### src/rtl/ic_pkg.sv
package ic_pkg;
  typedef enum logic [1:0] {
    EDGE_OFF  = 2'b00,
    EDGE_RISE = 2'b01,
    EDGE_FALL = 2'b10,
    EDGE_ANY  = 2'b11
  } edge_sel_e;

  localparam logic [1:0] ADR_HI   = 2'd0;
  localparam logic [1:0] ADR_LO   = 2'd1;
  localparam logic [1:0] ADR_FLAG = 2'd2;
endpackage

### src/rtl/ic_edge_detect.sv
module ic_edge_detect #(
  parameter int SYNC_STAGES = 2
) (
  input  logic       clk,
  input  logic       rst,
  input  logic       pin,
  input  logic [1:0] sel,
  output logic       ev
);
  logic [SYNC_STAGES-1:0] sh;
  logic                   prev;
  logic                   cur;
  logic                   rise;
  logic                   fall;

  for (genvar i = 0; i < SYNC_STAGES; i++) begin : g_sync
    if (i == 0) begin : g_first
      always_ff @(posedge clk) begin
        if (rst) sh[0] <= 1'b0;
        else     sh[0] <= pin;
      end
    end else begin : g_next
      always_ff @(posedge clk) begin
        if (rst) sh[i] <= 1'b0;
        else     sh[i] <= sh[i-1];
      end
    end
  end

  assign cur = sh[SYNC_STAGES-1];

  always_ff @(posedge clk) begin
    if (rst) prev <= 1'b0;
    else     prev <= cur;
  end

  assign rise = cur & ~prev;
  assign fall = ~cur & prev;

  always_comb begin
    unique case (sel)
      ic_pkg::EDGE_RISE: ev = rise;
      ic_pkg::EDGE_FALL: ev = fall;
      ic_pkg::EDGE_ANY:  ev = rise | fall;
      default:           ev = 1'b0;
    endcase
  end

  // the disabled code never yields an event
  p_edge_off_r2: assert property (@(posedge clk) disable iff (rst)
    (sel == ic_pkg::EDGE_OFF) |-> !ev);
  // an event always coincides with a change of the synchronized level
  p_edge_change_r2: assert property (@(posedge clk) disable iff (rst)
    ev |-> (cur != prev));
endmodule

### src/rtl/ic_capture_reg.sv
module ic_capture_reg #(
  parameter int BYTE_W    = 8,
  parameter bit DUAL_FUNC = 1'b0,
  localparam int CNT_W    = 2 * BYTE_W
) (
  input  logic              clk,
  input  logic              rst,
  input  logic              ev,
  input  logic [CNT_W-1:0]  cnt_snap,
  input  logic              blk,
  input  logic              cap_en,
  input  logic              wr_hi,
  input  logic              wr_lo,
  input  logic [BYTE_W-1:0] wdata,
  output logic [CNT_W-1:0]  cap_q,
  output logic              xfer
);
  logic             pend;
  logic [CNT_W-1:0] pend_val;
  logic             req;
  logic [CNT_W-1:0] src;

  assign req  = cap_en & (ev | pend);
  assign src  = ev ? cnt_snap : pend_val;
  assign xfer = req & ~blk & ~rst;

  always_ff @(posedge clk) begin
    if (rst) begin
      pend <= 1'b0;
    end else if (req && blk) begin
      pend     <= 1'b1;
      pend_val <= src;
    end else if (xfer) begin
      pend <= 1'b0;
    end
  end

  always_ff @(posedge clk) begin
    if (rst && DUAL_FUNC) begin
      cap_q <= '1;
    end else if (xfer) begin
      cap_q <= src;
    end else if (!cap_en && !rst) begin
      if (wr_hi) cap_q[CNT_W-1:BYTE_W] <= wdata;
      if (wr_lo) cap_q[BYTE_W-1:0]     <= wdata;
    end
  end

  // a blocked cycle leaves the stored value untouched
  p_block_hold_r4: assert property (@(posedge clk) disable iff (rst)
    (blk && cap_en) |=> $stable(cap_q));
  // a request meeting a block is kept pending
  p_no_loss_r5: assert property (@(posedge clk) disable iff (rst)
    (req && blk) |=> pend);
  // a pending request completes once the block lifts
  p_pend_done_r5: assert property (@(posedge clk) disable iff (rst)
    (pend && cap_en && !blk) |=> !pend);
  // in compare mode without writes the value holds
  p_cmp_hold_r9: assert property (@(posedge clk) disable iff (rst)
    (!cap_en && !wr_hi && !wr_lo) |=> $stable(cap_q));

  if (DUAL_FUNC) begin : g_dual_chk
    // dual-function register leaves reset at all ones
    p_dual_reset_r9: assert property (@(posedge clk) disable iff (rst)
      $past(rst) |-> (cap_q == '1));
  end
endmodule

### src/rtl/ic_channel.sv
module ic_channel #(
  parameter int BYTE_W      = 8,
  parameter int SYNC_STAGES = 2,
  parameter int ADDR_W      = 2,
  parameter bit DUAL_FUNC   = 1'b0,
  localparam int CNT_W      = 2 * BYTE_W
) (
  input  logic              clk,
  input  logic              rst,
  input  logic              cap_pin,
  input  logic [1:0]        edge_sel,
  input  logic              mode_ic,
  input  logic [CNT_W-1:0]  count_in,
  input  logic              bus_rd,
  input  logic              bus_wr,
  input  logic [ADDR_W-1:0] bus_addr,
  input  logic [BYTE_W-1:0] bus_wdata,
  output logic [BYTE_W-1:0] rd_data,
  output logic              cap_flag
);
  localparam logic [ADDR_W-1:0] A_HI   = ADDR_W'(ic_pkg::ADR_HI);
  localparam logic [ADDR_W-1:0] A_LO   = ADDR_W'(ic_pkg::ADR_LO);
  localparam logic [ADDR_W-1:0] A_FLAG = ADDR_W'(ic_pkg::ADR_FLAG);

  logic [CNT_W-1:0] cnt_snap;
  logic [CNT_W-1:0] cap_q;
  logic             ev;
  logic             xfer;
  logic             cap_en;
  logic             hi_rd;
  logic             wr_hi;
  logic             wr_lo;
  logic             flag_clr;

  // counter sampled on the phase opposite to its increment
  always_ff @(negedge clk) cnt_snap <= count_in;

  assign cap_en   = DUAL_FUNC ? mode_ic : 1'b1;
  assign hi_rd    = bus_rd && (bus_addr == A_HI);
  assign wr_hi    = bus_wr && (bus_addr == A_HI);
  assign wr_lo    = bus_wr && (bus_addr == A_LO);
  assign flag_clr = bus_wr && (bus_addr == A_FLAG) && bus_wdata[0];

  ic_edge_detect #(.SYNC_STAGES(SYNC_STAGES)) u_edge (
    .clk (clk),
    .rst (rst),
    .pin (cap_pin),
    .sel (edge_sel),
    .ev  (ev)
  );

  ic_capture_reg #(.BYTE_W(BYTE_W), .DUAL_FUNC(DUAL_FUNC)) u_cap (
    .clk      (clk),
    .rst      (rst),
    .ev       (ev),
    .cnt_snap (cnt_snap),
    .blk      (hi_rd),
    .cap_en   (cap_en),
    .wr_hi    (wr_hi),
    .wr_lo    (wr_lo),
    .wdata    (bus_wdata),
    .cap_q    (cap_q),
    .xfer     (xfer)
  );

  always_ff @(posedge clk) begin
    if (rst)           cap_flag <= 1'b0;
    else if (xfer)     cap_flag <= 1'b1;
    else if (flag_clr) cap_flag <= 1'b0;
  end

  always_ff @(posedge clk) begin
    if (rst) begin
      rd_data <= '0;
    end else if (bus_rd) begin
      if (bus_addr == A_HI)        rd_data <= cap_q[CNT_W-1:BYTE_W];
      else if (bus_addr == A_LO)   rd_data <= cap_q[BYTE_W-1:0];
      else if (bus_addr == A_FLAG) rd_data <= {{(BYTE_W-1){1'b0}}, cap_flag};
      else                         rd_data <= '0;
    end
  end

  // high-byte read returns the upper half of the stored value
  p_rd_hi_r3: assert property (@(posedge clk) disable iff (rst)
    hi_rd |=> (rd_data == $past(cap_q[CNT_W-1:BYTE_W])));
  // every transfer leaves the flag set
  p_flag_set_r7: assert property (@(posedge clk) disable iff (rst)
    xfer |=> cap_flag);
  // the flag only rises through a transfer
  p_flag_rise_r7: assert property (@(posedge clk) disable iff (rst)
    (!xfer && !cap_flag) |=> !cap_flag);
endmodule

### config.mk
export PLATFORM = sky130hd
export DESIGN_NAME = ic_channel
export DESIGN_NICKNAME = d
export VERILOG_FILES = /design/src/rtl/ic_pkg.sv /design/src/rtl/ic_edge_detect.sv /design/src/rtl/ic_capture_reg.sv /design/src/rtl/ic_channel.sv
export SDC_FILE = /design/constraint.sdc
export NUM_CORES = 1
export LEC_CHECK = 0
export ABC_AREA = 1
export BUFFER_PORTS_ARGS = -buffer_cell sky130_fd_sc_hd__buf_2
export CORE_MARGIN = 5
export CORE_UTILIZATION = 57
export CTS_CLUSTER_SIZE = 24
export DETAILED_ROUTE_END_ITERATION = 8
export GPL_ROUTABILITY_DRIVEN = 0
export PLACE_DENSITY = 0.86
export REMOVE_ABC_BUFFERS = 1
export SETUP_SLACK_MARGIN = 0.4
export SLEW_MARGIN = 20
export SYNTH_ARGS = -nofsm -noshare
export SYNTH_HDL_FRONTEND = slang
export SYNTH_HIERARCHICAL = 1
export SYNTH_SLANG_ARGS = --single-unit
### constraint.sdc
create_clock -name clk -period 5.3 [get_ports clk]
set_input_delay 0.265 -clock clk [delete_from_list [all_inputs] [get_ports clk]]
set_output_delay 0.265 -clock clk [all_outputs]
set_load 0.02 [all_outputs]
==> results, run 1 <==
- For the worst setup path, the data required time is 5380 ps.
- The worst pin sits at a relative slew slack of between 40% and 50%.
- The clock tree from TritonCTS is done.
- The placed instances occupy a cell area of 2791 um2.
- Together, buffers and inverters on the worst path number 0.
- Data arrives at the worst endpoint at 3670 ps.
- The initial antenna violation count was 0.
- The fraction of layout instances using a drive strength above 1 is between 20% and 30%.
- Setup slack closes at ~1700 ps.
- The analysis attributes to cell leakage a power of ~0.0016 uW.
- Setup violations remaining at the end of the flow were counted as 0.
- The latest clock arrival within the worst-skew pair is between 300 and 400 ps.
- The total overflow left after global routing is 0.
- The clock network is responsible for between 40% and 50% of the overall power.
- The die height is 77.51 um.
- The internal power contribution is roughly 800 uW.
- Setup repair after global routing left no endpoint under its margin.
- In this run the standard cell core region covers ~4400 um2.
- For this block, the via count after detailed routing is approximately 1.9k.
- The max-slew violation count is 0.
- For this run, the number of Yosys warnings is 6.
- The mean post-synth cell area is between 9 and 10 um2.
- The count of routing violations after the opening detailed-route iteration is 55.
- The number of gates resized after CTS was 0.
- Summing every instance area after synthesis gives around 2600 um2.
- The tightest hold path in the finished design has a slack of between 100 and 150 ps.
- The cell that appears most often on the critical path is sky130_fd_sc_hd__nand2_1.
- After routing the design area is between 3000 and 4000 um2.
- CTS built an H-tree with a depth of 3.
- The register bit total from synthesis is 61.
- The total design power is roughly 1100 uW.
- Among all stages on the critical path, the largest delay is contributed by sky130_fd_sc_hd__dfxtp_1.
- The post-DP HPWL is approximately 3300 um.
- The final number of hold-violating endpoints is 0.
- The number of antenna diodes in the final layout is 0.
- For this run, the total global-route usage over all layers was measured as between 10% and 20%.
- The number of nets at the end of the flow is 373.
- The wire length of the first global-routing pass is around 7600 um.
- The proportion of synthesized chip area in sequential cells is between 50% and 60%.
- The clock slew seen by the registers of the worst setup and hold paths is about 70 ps.
- VDD sags by at most between 0.2 and 0.3 mV.
- The CTS buffer count is 9.
- No sink is reached through more buffers than the 2 on the longest clock path.
- The floorplan has 24 rows.
- The run finished with clean final reports.
- For this design the top-level I/O count stands at 43.
- The number of hold buffers added after CTS was 0.
- Once the floorplan was initialized, standard cells occupied between 50% and 60% of the core.
- The gate count after technology mapping is ~280.
- The kind of end point of the critical path is a flop.
- The pre-antenna-repair detailed-routing pass consisted of 4 iterations.
- The number of distinct library cells after synthesis is 22.
- The portion of total power attributed to combinational logic is under 10%.
- The max capacitance violation total is 0.
- The wire length per cell after detailed routing is between 10 and 15 um.
- The critical setup path kind is reg2reg.
- On the critical path the largest part of the delay comes from simple AND/OR/NAND/NOR gates.
- Clock tree synthesis selected as its root buffer the cell sky130_fd_sc_hd__clkbuf_8.
- The number of buffers inserted by post-CTS setup repair is 0.
- In the routed design, unresolved DRC markers number 0.
- The number of vias per cell after detailed routing is about 4.7.
- After detailed routing, the total wire length is 4585 um.
- The post-place setup slack is around 1800 ps.
- The startpoint class of the critical path is a flop.
- In this run the worst hold path is classified as in2reg.
- The critical path goes through nand2_1 > nand2_1 > nand3_1 > nand2_1.
- Of all nets on the critical path, the largest fanout is 2.
- The number of nets still failing antenna checks after routing is 0.
- The width of the chip is slightly below 80 um.
- The ratio of total power to cell area is approximately 350 nW/um2.
- The clock net in this run drives a total of 61 sinks.
- The maximum number of pins on one net before global-route repair is 19.
- For the pin with the worst max-slew slack, the measured transition is about 840 ps.
- The worst stage delay on the critical path is 300 ps.
- The share of total power in sequential cells is between 40% and 50%.
- The die area is ~6000 um2.
- The total negative slack is 0 ps.
- The count of input and output buffers is about 40.
- The via count of the first global-routing pass is roughly 1.7k.
- The switching share of power is approximately 25%.
- The setup skew after layout is between 60 and 70 ps.
- The switching power is between 200 and 300 uW.
- From synthesis to final layout, the design area changed by 18.06%.
[worst register-to-register path: cells and delay by family (launching register included)]
| kind | cells | cell delay (ps) |
|---|---|---|
| DFF | 1 | 300 |
| and+or+nand+nor | 4 | 350 |
[metrics by stage]
step	instances	util, %
final	394	69.95
after global routing	394	69.95
after CTS	394	69.95
after detailed placement	363	63.67
after global placement	363	63.67
after floorplan	270	-
[synthesized netlist by cell type (all sizes together)]
cell type / count / share of area (%)
edfxtp: 32 / 37
nand3: 38 / 7.8
buf: 8 / 3.2
o21ai: 1 / 0.19
ha: 2 / 0.96
nor3: 1 / 0.19
conb: 1 / 0.14
inv: 36 / 5.5
nand2: 113 / 19
nor2: 14 / 3.8
a21oi: 1 / 0.19
dfxtp: 29 / 22
[final timing paths]
kind / start / slack [ps] / end / depth (start not counted)
worst max-delay path: cnt_snap[4]$_DFF_N_ / 1710 / u_cap/cap_q[4]$_DFFE_PP_ / 4
worst min-delay path: cap_pin / 140 / u_edge/sh[0]$_SDFF_PP0_ / 3
worst max register to register: cnt_snap[4]$_DFF_N_ / 1710 / u_cap/cap_q[4]$_DFFE_PP_ / 4
worst min register to register: u_edge/sh[0]$_SDFF_PP0_ / 450 / u_edge/cur$_SDFF_PP0_ / 2
[layout by cell type, fill, tap and decap left out]
cell                         Yosys  final
sky130_fd_sc_hd__dfxtp_1        29     29
sky130_fd_sc_hd__a21oi_1         1      1
sky130_fd_sc_hd__nor2_4          4      4
sky130_fd_sc_hd__clkbuf_16       0      1
sky130_fd_sc_hd__nand3_4         1      1
sky130_fd_sc_hd__inv_1          28     43
sky130_fd_sc_hd__clkbuf_8        0      9
sky130_fd_sc_hd__nand3_1        37     37
sky130_fd_sc_hd__ha_1            2      2
sky130_fd_sc_hd__nand2_4         8      8
sky130_fd_sc_hd__nor2_8          1      1
sky130_fd_sc_hd__nand2_1       105    105
sky130_fd_sc_hd__bufinv_16       0      1
sky130_fd_sc_hd__o21ai_0         1      1
sky130_fd_sc_hd__conb_1          1      3
sky130_fd_sc_hd__inv_6           1      2
sky130_fd_sc_hd__edfxtp_1       32     32
sky130_fd_sc_hd__inv_4           1      1
sky130_fd_sc_hd__nor2_1          9      9
sky130_fd_sc_hd__clkinv_4        0      3
sky130_fd_sc_hd__clkinvlp_2      0      1
sky130_fd_sc_hd__nor3_1          1      1
sky130_fd_sc_hd__buf_2           1     41
sky130_fd_sc_hd__inv_2           6      6
[per-layer routing]
metal	up-vias	track usage (%)	wire length, um
li1	985	-	-
met1	821	18.37	1946
met2	45	27.44	2336
met3	6	3.009	211
met4	0	9.450	89
met5	-	0	0
[final cells by class]
type | count | area [um2]
Sequential cell | 61 | 1541
Fill cell | 319 | 1318
Multi-Input combinational cell | 173 | 837.1
Timing Repair Buffer | 41 | 205.2
Clock buffer | 10 | 148.9
Inverter | 35 | 138.9
Clock inverter | 22 | 130.1
Tap cell | 52 | 65.06
[flip-flops by register name, indices dropped and copies added (netlist names)]
| register | cells |
|---|---|
| u_cap/cap_q | 16 |
| cap_flag | 1 |
| u_edge/sh | 1 |
| cnt_snap | 16 |
| u_cap/pend | 1 |
| rd_data | 8 |
| u_edge/cur | 1 |
| u_cap/pend_val | 16 |
| u_edge/prev | 1 |
[power by group through the flow]
stage          registers (uW)  logic [uW]  clock network (uW)
3_3_place_gp              524        67.8                19.7
6_report                  515        71.3                 483
5_1_grt                   516        80.3                 525
2_1_floorplan             527        39.0                19.7
4_1_cts                   515        71.2                 492
3_5_place_dp              524        70.5                19.7
[kinds of logic (layout without fill, tap and decap cells)]
logic type / Yosys count / after routing / share of synthesized area [%]
and+or+nand+nor: 166 / 166 / 30.44
DFF: 61 / 61 / 59.34
buffers and inverters: 44 / 108 / 8.718
adders and majority gates: 2 / 2 / 0.9632
AOI/OAI and AO/OA: 2 / 2 / 0.3850
other: 1 / 3 / 0.1444
Note: power is estimated with default switching activity, not from simulation.
==> run 2: changes to the inputs <==
--- a/config.mk
+++ b/config.mk
@@ -5,14 +5,14 @@
 export SDC_FILE = /design/constraint.sdc
 export NUM_CORES = 1
 export LEC_CHECK = 0
-export ABC_AREA = 1
+export ABC_AREA = 0
 export BUFFER_PORTS_ARGS = -buffer_cell sky130_fd_sc_hd__buf_2
 export CORE_MARGIN = 5
-export CORE_UTILIZATION = 57
+export CORE_UTILIZATION = 49
 export CTS_CLUSTER_SIZE = 24
 export DETAILED_ROUTE_END_ITERATION = 8
 export GPL_ROUTABILITY_DRIVEN = 0
-export PLACE_DENSITY = 0.86
+export PLACE_DENSITY = 0.79
 export REMOVE_ABC_BUFFERS = 1
 export SETUP_SLACK_MARGIN = 0.4
 export SLEW_MARGIN = 20
==> constraint.sdc (replaced) <==
create_clock -name clk -period 3 [get_ports clk]
set_input_delay 0.15 -clock clk [delete_from_list [all_inputs] [get_ports clk]]
set_output_delay 0.15 -clock clk [all_outputs]
set_load 0.02 [all_outputs]
==> run 2 against run 1 <==
Against the previous run: synthesized area shrank 8.5%; wire length is 8.8% lower; via count is 23% lower; worst hold slack worse by 70 ps; total power is 70% higher; register-to-register slack got worse by 1300 ps; global-route usage shrank 1.5 points; utilization down 6.4 points; synthesized cell count down 42%; sequential power up 77%; combinational power rose by 60%; largest cell class unchanged; critical endpoint is now u_cap/cap_q[0]$_DFFE_PP_; critical path type unchanged.
==> results, run 2 <==
- The overall routing resource usage was 14.41% (-1.5 points).
- The ratio of total power to cell area is 604.8 nW/um2 (+73%).
- Yosys attributes the largest share of cell area to sky130_fd_sc_hd__edfxtp_1 40%, sky130_fd_sc_hd__dfxtp_1 24%, sky130_fd_sc_hd__mux2_2 12%, sky130_fd_sc_hd__mux2_4 4.4%, sky130_fd_sc_hd__mux2i_1 2.9%.
- The initial antenna violation count is 0 (unchanged).
- The worst stage delay on the critical path is 300 ps (about the same).
- The number of levels the H-tree was split into is 3 (unchanged).
- The maximum number of pins on one net before global-route repair was 20 (+1).
- In the layout the commonest cells are 41 x sky130_fd_sc_hd__buf_2, 32 x sky130_fd_sc_hd__edfxtp_1, 27 x sky130_fd_sc_hd__dfxtp_1, 27 x sky130_fd_sc_hd__mux2_4, 21 x sky130_fd_sc_hd__inv_1.
- The path depth of the worst reg2reg path is 2 (-2).
- The worst register-to-register path ends at u_cap/cap_q[0]$_DFFE_PP_.
- The largest registers in the layout are cnt_snap x16, u_cap/cap_q x16, u_cap/pend_val x16.
- The proportion of synthesized chip area in sequential cells is 64.88% (+5.5 points).
- The number of nets still failing antenna checks after routing came to 0 (unchanged).
- The area share of xor/xnor cells in the synthesized design is 0% (unchanged).
- The area share of the largest cell type after synthesis is 40.44% (+3.4 points).
- The worst relative slew slack was 64.42% (+21 points).
- The post-DP HPWL came to 2758 um (-16%).
- The slowest stage of the critical path belongs to the cell sky130_fd_sc_hd__dfxtp_2.
- By count the netlist is led by 32 x sky130_fd_sc_hd__edfxtp_1, 29 x sky130_fd_sc_hd__dfxtp_1, 25 x sky130_fd_sc_hd__mux2_2, 13 x sky130_fd_sc_hd__nand2_1.
- Setup repair after global routing could not meet its margin everywhere.
- The run finished with clean final reports.
- The wire length per cell after detailed routing is 13.99 um (+20%).
- The clock tree from TritonCTS is done.
- The gate count after technology mapping is 159 (-42%).
- The beginning of the worst register-to-register path is cnt_snap[0]$_DFF_N_.
- The die area is 6342 um2 (+5.6%).
- The cell area after technology mapping is 2376 um2 (-8.5%).
- The data required time at the worst endpoint was 3080 ps (-2300 ps).
- The latest clock arrival within the worst-skew pair is 370 ps (-20 ps).
- Tracing the worst setup path back leads to its startpoint at cnt_snap[0]$_DFF_N_.
- sky130_fd_sc_hd__edfxtp_1 is the most common cell in the netlist.
- The count of pins on the block boundary came to 43 (unchanged).
- The yosys synthesis warning count was 6 (unchanged).
- The max capacitance violation total is 0 (unchanged).
- The kind of end point of the critical path is a flop.
- The placeable core region is 4723 um2 (+7.7%).
- The final routed wirelength across all metal layers came to 4182 um (-8.8%).
- The mean post-synth cell area was 14.94 um2 (+59%).
- The via count of the first global-routing pass is 1445 (-17%).
- The count of vias placed by the detailed router is 1421 (-23%).
- The dominant combinational cell family by area after synthesis is multiplexers.
- The first-pass iteration count of the detailed router is 4 (unchanged).
- The CTS buffer count is 9 (unchanged).
- The largest delay contributor family on the critical path is multiplexers.
- The data arrival time of the worst path is 2700 ps (-970 ps).
- The commonest non-fill, non-tap cell in the layout is sky130_fd_sc_hd__buf_2.
- The number of enable-type register cells in the synthesized netlist is 32 (unchanged).
- The path with the worst hold slack has its endpoint at u_edge/sh[0]$_SDFF_PP0_.
- The critical path's most frequent cell is sky130_fd_sc_hd__mux2_4.
- The initial core utilization is 50.30% (-8.9 points).
- The path category of the worst min-delay check is in2reg.
- The final-report setup violation count is 0 (unchanged).
- The largest area contributor in the synthesized netlist is sky130_fd_sc_hd__edfxtp_1.
- The setup slack of the most critical reg-to-reg path is 380 ps (-1330 ps).
- The count of routing violations after the opening detailed-route iteration is 88 (+60%).
- The number of nets at the end of the flow is 263 (-29%).
- The width of the chip is 79.64 um (+2.7%).
- The area fraction in and, or, nand and nor cells after synthesis is 7.794% (-23 points).
- The total inserted antenna cells is 0 (unchanged).
- The count of input and output buffers is 41 (unchanged).
- The clock net sink count is 61 (unchanged).
- The post-detailed-placement cell area is 2654 um2 (-4.9%).
- The fraction of registers with async set or reset after synthesis is 0% (unchanged).
- The worst setup path is launched from a flop.
- The instance count on the critical path is 2 (-2).
- The maximum ir drop on the vdd rail was 0.4102 mV (+49%).
- The fraction of layout instances using a drive strength above 1 is 46.12% (+23 points).
- The highest fanout seen on the critical path is 2 (unchanged).
- The global route total overflow is 0 (unchanged).
- The layout-stage area growth over the synthesis result is 26.33%.
- The worst hold path stage count is 2 (-1).
- The buffer and inverter count on the worst path was 0 (unchanged).
- The slew at the pin closest to its max-slew limit is 531.7 ps (-311.1 ps).
- The final number of hold-violating endpoints was 0 (unchanged).
- The predominant post-synthesis flop cell is sky130_fd_sc_hd__edfxtp_1.
- The wire length of the first global-routing pass is 6672 um (-12%).
- The clock slew seen by the registers of the worst setup and hold paths was 60 ps (about the same).
- CTS placed an instance of sky130_fd_sc_hd__clkbuf_8 at the clock tree root.
- The start point of the worst min-delay path is cap_pin.
- The post-place setup slack was 417.2 ps (-1356 ps).
- The die height is 79.64 um (+2.7%).
- The setup slack after layout was 376.0 ps (-1335 ps).
- The max-slew violation count came to 0 (unchanged).
- The number of vias per cell after detailed routing came to 4.753 (+0.83%).
- The remaining routing DRC violations came to 0 (unchanged).
- The static leakage power is 0.001365 uW (-13%).
- The fraction of the mapped netlist area in compound gates came to 4.055% (+3.7 points).
- The register bit total from synthesis is 61 (unchanged).
- The standard-cell row count came to 25 (+4.2%).
- The fraction of synthesized area in multiplexers was 19.22% (+19 points).
- The signal on the critical path passes through mux2_4 > mux2_4.
- The critical setup path kind is reg2reg.
- The summed area of non-filler cells in the final layout was 3002 um2 (-2.1%).
- The number of distinct library cells after synthesis was 29 (+32%).
- The number of buffers on the longest clock path is 2 (unchanged).
- The adder-cell area share of the yosys netlist is 1.053% (+0.090 points).
- The setup skew after layout was 45.66 ps (-14.89 ps).
==> run 2: power breakdown <==
group / switching, uW / internal, uW / leakage [uW] / total (uW)
sequential: 7.55 / 902 / 0.000530 / 910
combinational: 53.4 / 61.0 / 0.000640 / 114
clock: 346 / 445 / 0.000195 / 791
total: 407 / 1410 / 0.00136 / 1820
==> run 2: cells by family (layout without fill, tap and decap cells) <==
logic type,count (synthesis),count (layout)
buf+inv,10,81
simple gates,33,33
compound gates,13,13
mux,39,39
flops,61,61
other cells,1,3
fa+ha+maj,2,2
==> run 2: cell type report <==
type,instances,area (um2)
sequential,61,1544
inverter,4,15.01
multi-input combinational,90,869.6
clock inverter,22,126.4
clock buffer,10,127.6
timing repair buffer,45,235.2
tap,67,83.83
fill,360,1722
==> run 2: worst max path at each step <==
stage	end	slack [ps]
finish	u_cap/cap_q[0]$_DFFE_PP_	380
detailed placement	u_cap/cap_q[8]$_DFFE_PP_	420
global placement	u_cap/cap_q[8]$_DFFE_PP_	430
CTS	u_cap/cap_q[15]$_DFFE_PP_	390
floorplan	u_cap/pend_val[0]$_DFFE_PP_	-600
global route	u_cap/cap_q[6]$_DFFE_PP_	360
==> run 2: through the flow <==
step / cells / util (%) / TNS [ps] / hold WS, ps / power (uW)
after global placement: 266 / 56.19 / 0 / 382.1 / 1061
after floorplan: 156 / - / -10030 / 216.7 / 1017
final: 299 / 63.55 / 0 / 73.47 / 1815
after CTS: 297 / 62.12 / 0 / 63.85 / 1824
after detailed placement: 266 / 56.19 / 0 / 413.9 / 1064
after global routing: 299 / 63.55 / 0 / 46.96 / 1919
==> run 2: repair_timing <==
action,4_1_cts,5_1_grt
gates resized for setup,8,16
hold buffers,0,0
setup endpoints to repair,6,30
buffers inserted,0,2
==> run 2: routing by layer <==
layer | global-route usage, % | vias up | part of all wire [%] | routed length [um]
met5 | 0 | - | 0 | 0
met4 | 6.873 | 0 | 1.2 | 51
met3 | 6.208 | 6 | 6.0 | 250
met2 | 21.54 | 35 | 47 | 1946
met1 | 17.88 | 677 | 46 | 1934
li1 | - | 703 | - | -
==> run 3: changes to the inputs <==
--- a/config.mk
+++ b/config.mk
@@ -5,14 +5,15 @@
 export SDC_FILE = /design/constraint.sdc
 export NUM_CORES = 1
 export LEC_CHECK = 0
-export ABC_AREA = 0
+export ABC_AREA = 1
 export BUFFER_PORTS_ARGS = -buffer_cell sky130_fd_sc_hd__buf_2
 export CORE_MARGIN = 5
-export CORE_UTILIZATION = 49
-export CTS_CLUSTER_SIZE = 24
+export CORE_UTILIZATION = 50
+export CTS_BUF_LIST = sky130_fd_sc_hd__clkbuf_4 sky130_fd_sc_hd__clkbuf_8 sky130_fd_sc_hd__clkbuf_16
+export CTS_CLUSTER_SIZE = 14
 export DETAILED_ROUTE_END_ITERATION = 8
 export GPL_ROUTABILITY_DRIVEN = 0
-export PLACE_DENSITY = 0.79
+export PLACE_DENSITY = 0.8
 export REMOVE_ABC_BUFFERS = 1
 export SETUP_SLACK_MARGIN = 0.4
 export SLEW_MARGIN = 20
==> run 3 against run 2 <==
Against the previous run: final cell count up 38%; clock power down 8.5%; utilization down 3.2 points; highest routed layer unchanged; wire length up 5.6%; global-route usage up 0.90 points; non-clock buffer count down 3.
==> results, run 3 (same netlist as run 1, synthesis figures left out) <==
- The flow ran to the end, and the final reports show no timing, DRC or antenna violations.
- The remaining routing DRC violations is 0 (unchanged).
- The worst relative slew slack is 59.57% (-4.9 points).
- The total negative slack is 0 ps (unchanged).
- The number of hold buffers added after cts is 0 (unchanged).
- The count of routing violations after the opening detailed-route iteration is 115 (+31%).
- The clock net sink count came to 61 (unchanged).
- The CTS buffer count came to 9 (unchanged).
- The post-DP HPWL is 3227 um (+17%).
- The final-report setup violation count is 0 (unchanged).
- The global route total overflow is 0 (unchanged).
- The final routed wirelength across all metal layers is 4418 um (+5.6%).
- The start point of the worst min-delay path is cap_pin.
- The post-detailed-placement cell area came to 2821 um2 (+6.3%).
- The static leakage power is 0.001556 uW (+14%).
- The top cell types in the final layout, fill and taps aside, are 105 x sky130_fd_sc_hd__nand2_1, 43 x sky130_fd_sc_hd__inv_1, 41 x sky130_fd_sc_hd__buf_2.
- The largest registers in the layout are cnt_snap x16, u_cap/cap_q x16, u_cap/pend_val x16.
- The total inserted antenna cells is 0 (unchanged).
- The die area came to 6736 um2 (+6.2%).
- The count of input and output buffers was 41 (unchanged).
- The number of placed instances, taps included is 382 (+44%).
- The data arrival time of the worst path is 2470 ps (-230 ps).
- The wire length per cell after detailed routing was 10.70 um (-24%).
- The overall routing resource usage is 15.32% (+0.90 points).
- The highest fanout seen on the critical path is 2 (unchanged).
- The clock tree from TritonCTS is done.
- The number of buffers on the longest clock path is 2 (unchanged).
- For hold timing, the worst endpoint is u_edge/sh[0]$_SDFF_PP0_.
- The number of levels the H-tree was split into was 3 (unchanged).
- The worst hold path stage count is 3 (+1).
- The max-slew violation count is 0 (unchanged).
- The count of pins on the block boundary is 43 (unchanged).
- The data required time at the worst endpoint is 3100 ps (+20 ps).
- The ratio of total power to cell area is 574.9 nW/um2 (-4.9%).
- The worst hold margin is 29.73 ps (-43.73 ps).
- The max capacitance violation total is 0 (unchanged).
- The via count of the first global-routing pass is 1742 (+21%).
- Setup repair after global routing left no endpoint under its margin.
- The fraction of layout instances using a drive strength above 1 is 23.32% (-23 points).
- The count of non-filler cells in the finished layout was 413 (+38%).
- The number of cells upsized or downsized after cts is 0 (-8).
- The setup skew after layout is 51.94 ps (+6.278 ps).
- The die height was 82.08 um (+3.1%).
- The beginning of the worst register-to-register path is cnt_snap[9]$_DFF_N_.
- The startpoint class of the critical path is a flop.
- The commonest non-fill, non-tap cell in the layout is sky130_fd_sc_hd__nand2_1.
- The latest clock arrival within the worst-skew pair was 380 ps (about the same).
- The endpoint identified for the worst register-to-register timing path is u_cap/cap_q[9]$_DFFE_PP_.
- The number of nets at the end of the flow came to 374 (+42%).
- The initial antenna violation count is 0 (unchanged).
- The setup slack of the most critical reg-to-reg path is 630 ps (+250 ps).
- The summed area of non-filler cells in the final layout came to 3060 um2 (+2.0%).
- The path category of the worst min-delay check is in2reg.
- The layout-stage area growth over the synthesis result is 17.82%.
- The fill cell total of the finished layout came to 427 (+19%).
- The wire length of the first global-routing pass was 7548 um (+13%).
- The number of buffers inserted by post-CTS setup repair is 0 (unchanged).
- The placeable core region was 5075 um2 (+7.4%).
- The maximum ir drop on the vdd rail is 0.4352 mV (+6.1%).
- The count of vias placed by the detailed router is 1838 (+29%).
- The final number of hold-violating endpoints came to 0 (unchanged).
- The initial core utilization is 51.18% (+0.88 points).
- The footprint of the flip-flops and latches is 1541 um2 (-0.16%).
- The maximum number of pins on one net before global-route repair came to 18 (-10%).
- The clock slew seen by the registers of the worst setup and hold paths was 70 ps (about the same).
- The standard-cell row count is 26 (+4.0%).
- The critical setup path kind is reg2reg.
- The tree is rooted in a sky130_fd_sc_hd__clkbuf_8.
- The total design power was 1759 uW (-3.1%).
- The number of nets still failing antenna checks after routing was 0 (unchanged).
- The combined area of the multi-input logic cells came to 837.1 um2 (-3.7%).
- The first-pass iteration count of the detailed router is 4 (unchanged).
- The width of the chip was 82.08 um (+3.1%).
- The kind of end point of the critical path is a flop.
- The path depth of the worst reg2reg path is 4 (+2).
- The slew at the pin closest to its max-slew limit came to 605.8 ps (+74.09 ps).
- The number of vias per cell after detailed routing is 4.450 (-6.4%).
run 3: changes by cell type in the layout (fill, tap and decap cells not counted), moves of 6 or more:
cell	previous run	this run
sky130_fd_sc_hd__nand2_1	11	105
sky130_fd_sc_hd__nand3_1	0	37
sky130_fd_sc_hd__mux2_4	27	0
sky130_fd_sc_hd__inv_1	21	43
sky130_fd_sc_hd__nand2_4	0	8
sky130_fd_sc_hd__mux2i_1	7	0
sky130_fd_sc_hd__o21ai_2	7	0
sky130_fd_sc_hd__inv_2	0	6
run 3: metrics by stage:
step	setup slack, ps	util [%]
3_3_place_gp	708.1	55.60
5_1_grt	481.7	60.31
6_report	626.3	60.31
4_1_cts	626.1	60.31
3_5_place_dp	657.5	55.60
2_1_floorplan	705.0	-
run 3: report_power, final:
part           switching [uW]  internal, uW  total, uW
clock                     381           343        724
sequential               7.31           903        910
combinational            79.9          45.3        125
total                     468          1290       1760
run 3: routing by layer:
metal	GRT usage, %	wire (um)	vias up
met5	0	0	-
met4	9.967	89	0
met3	3.509	224	7
met2	25.12	2228	47
met1	17.91	1875	789
li1	-	-	995
run 3: cell type report:
| type | instances | area share [%] |
|---|---|---|
| clock buffers | 10 | 4.293 |
| inverters | 35 | 4.538 |
| repair buffers | 42 | 6.950 |
| flip-flops and latches | 61 | 50.37 |
| multi-input cells | 173 | 27.35 |
| well taps | 70 | 2.862 |
| clock inverters | 22 | 3.639 |
run 3: how the worst max path moves through the flow:
stage | startpoint | end | depth (start not counted)
floorplan | u_edge/prev$_SDFF_PP0_ | u_cap/pend_val[0]$_DFFE_PP_ | 9
global placement | cnt_snap[10]$_DFF_N_ | u_cap/cap_q[10]$_DFFE_PP_ | 4
detailed placement | u_edge/prev$_SDFF_PP0_ | u_cap/cap_q[2]$_DFFE_PP_ | 10
CTS | cnt_snap[9]$_DFF_N_ | u_cap/cap_q[9]$_DFFE_PP_ | 4
global route | u_edge/prev$_SDFF_PP0_ | u_cap/cap_q[6]$_DFFE_PP_ | 10
finish | cnt_snap[9]$_DFF_N_ | u_cap/cap_q[9]$_DFFE_PP_ | 4
run 3: critical path: stages (launching register included):
cell and delay (ps):
sky130_fd_sc_hd__dfxtp_1 290, sky130_fd_sc_hd__nand2_1 60, sky130_fd_sc_hd__nand2_1 90, sky130_fd_sc_hd__nand3_1 90, sky130_fd_sc_hd__nand2_1 50
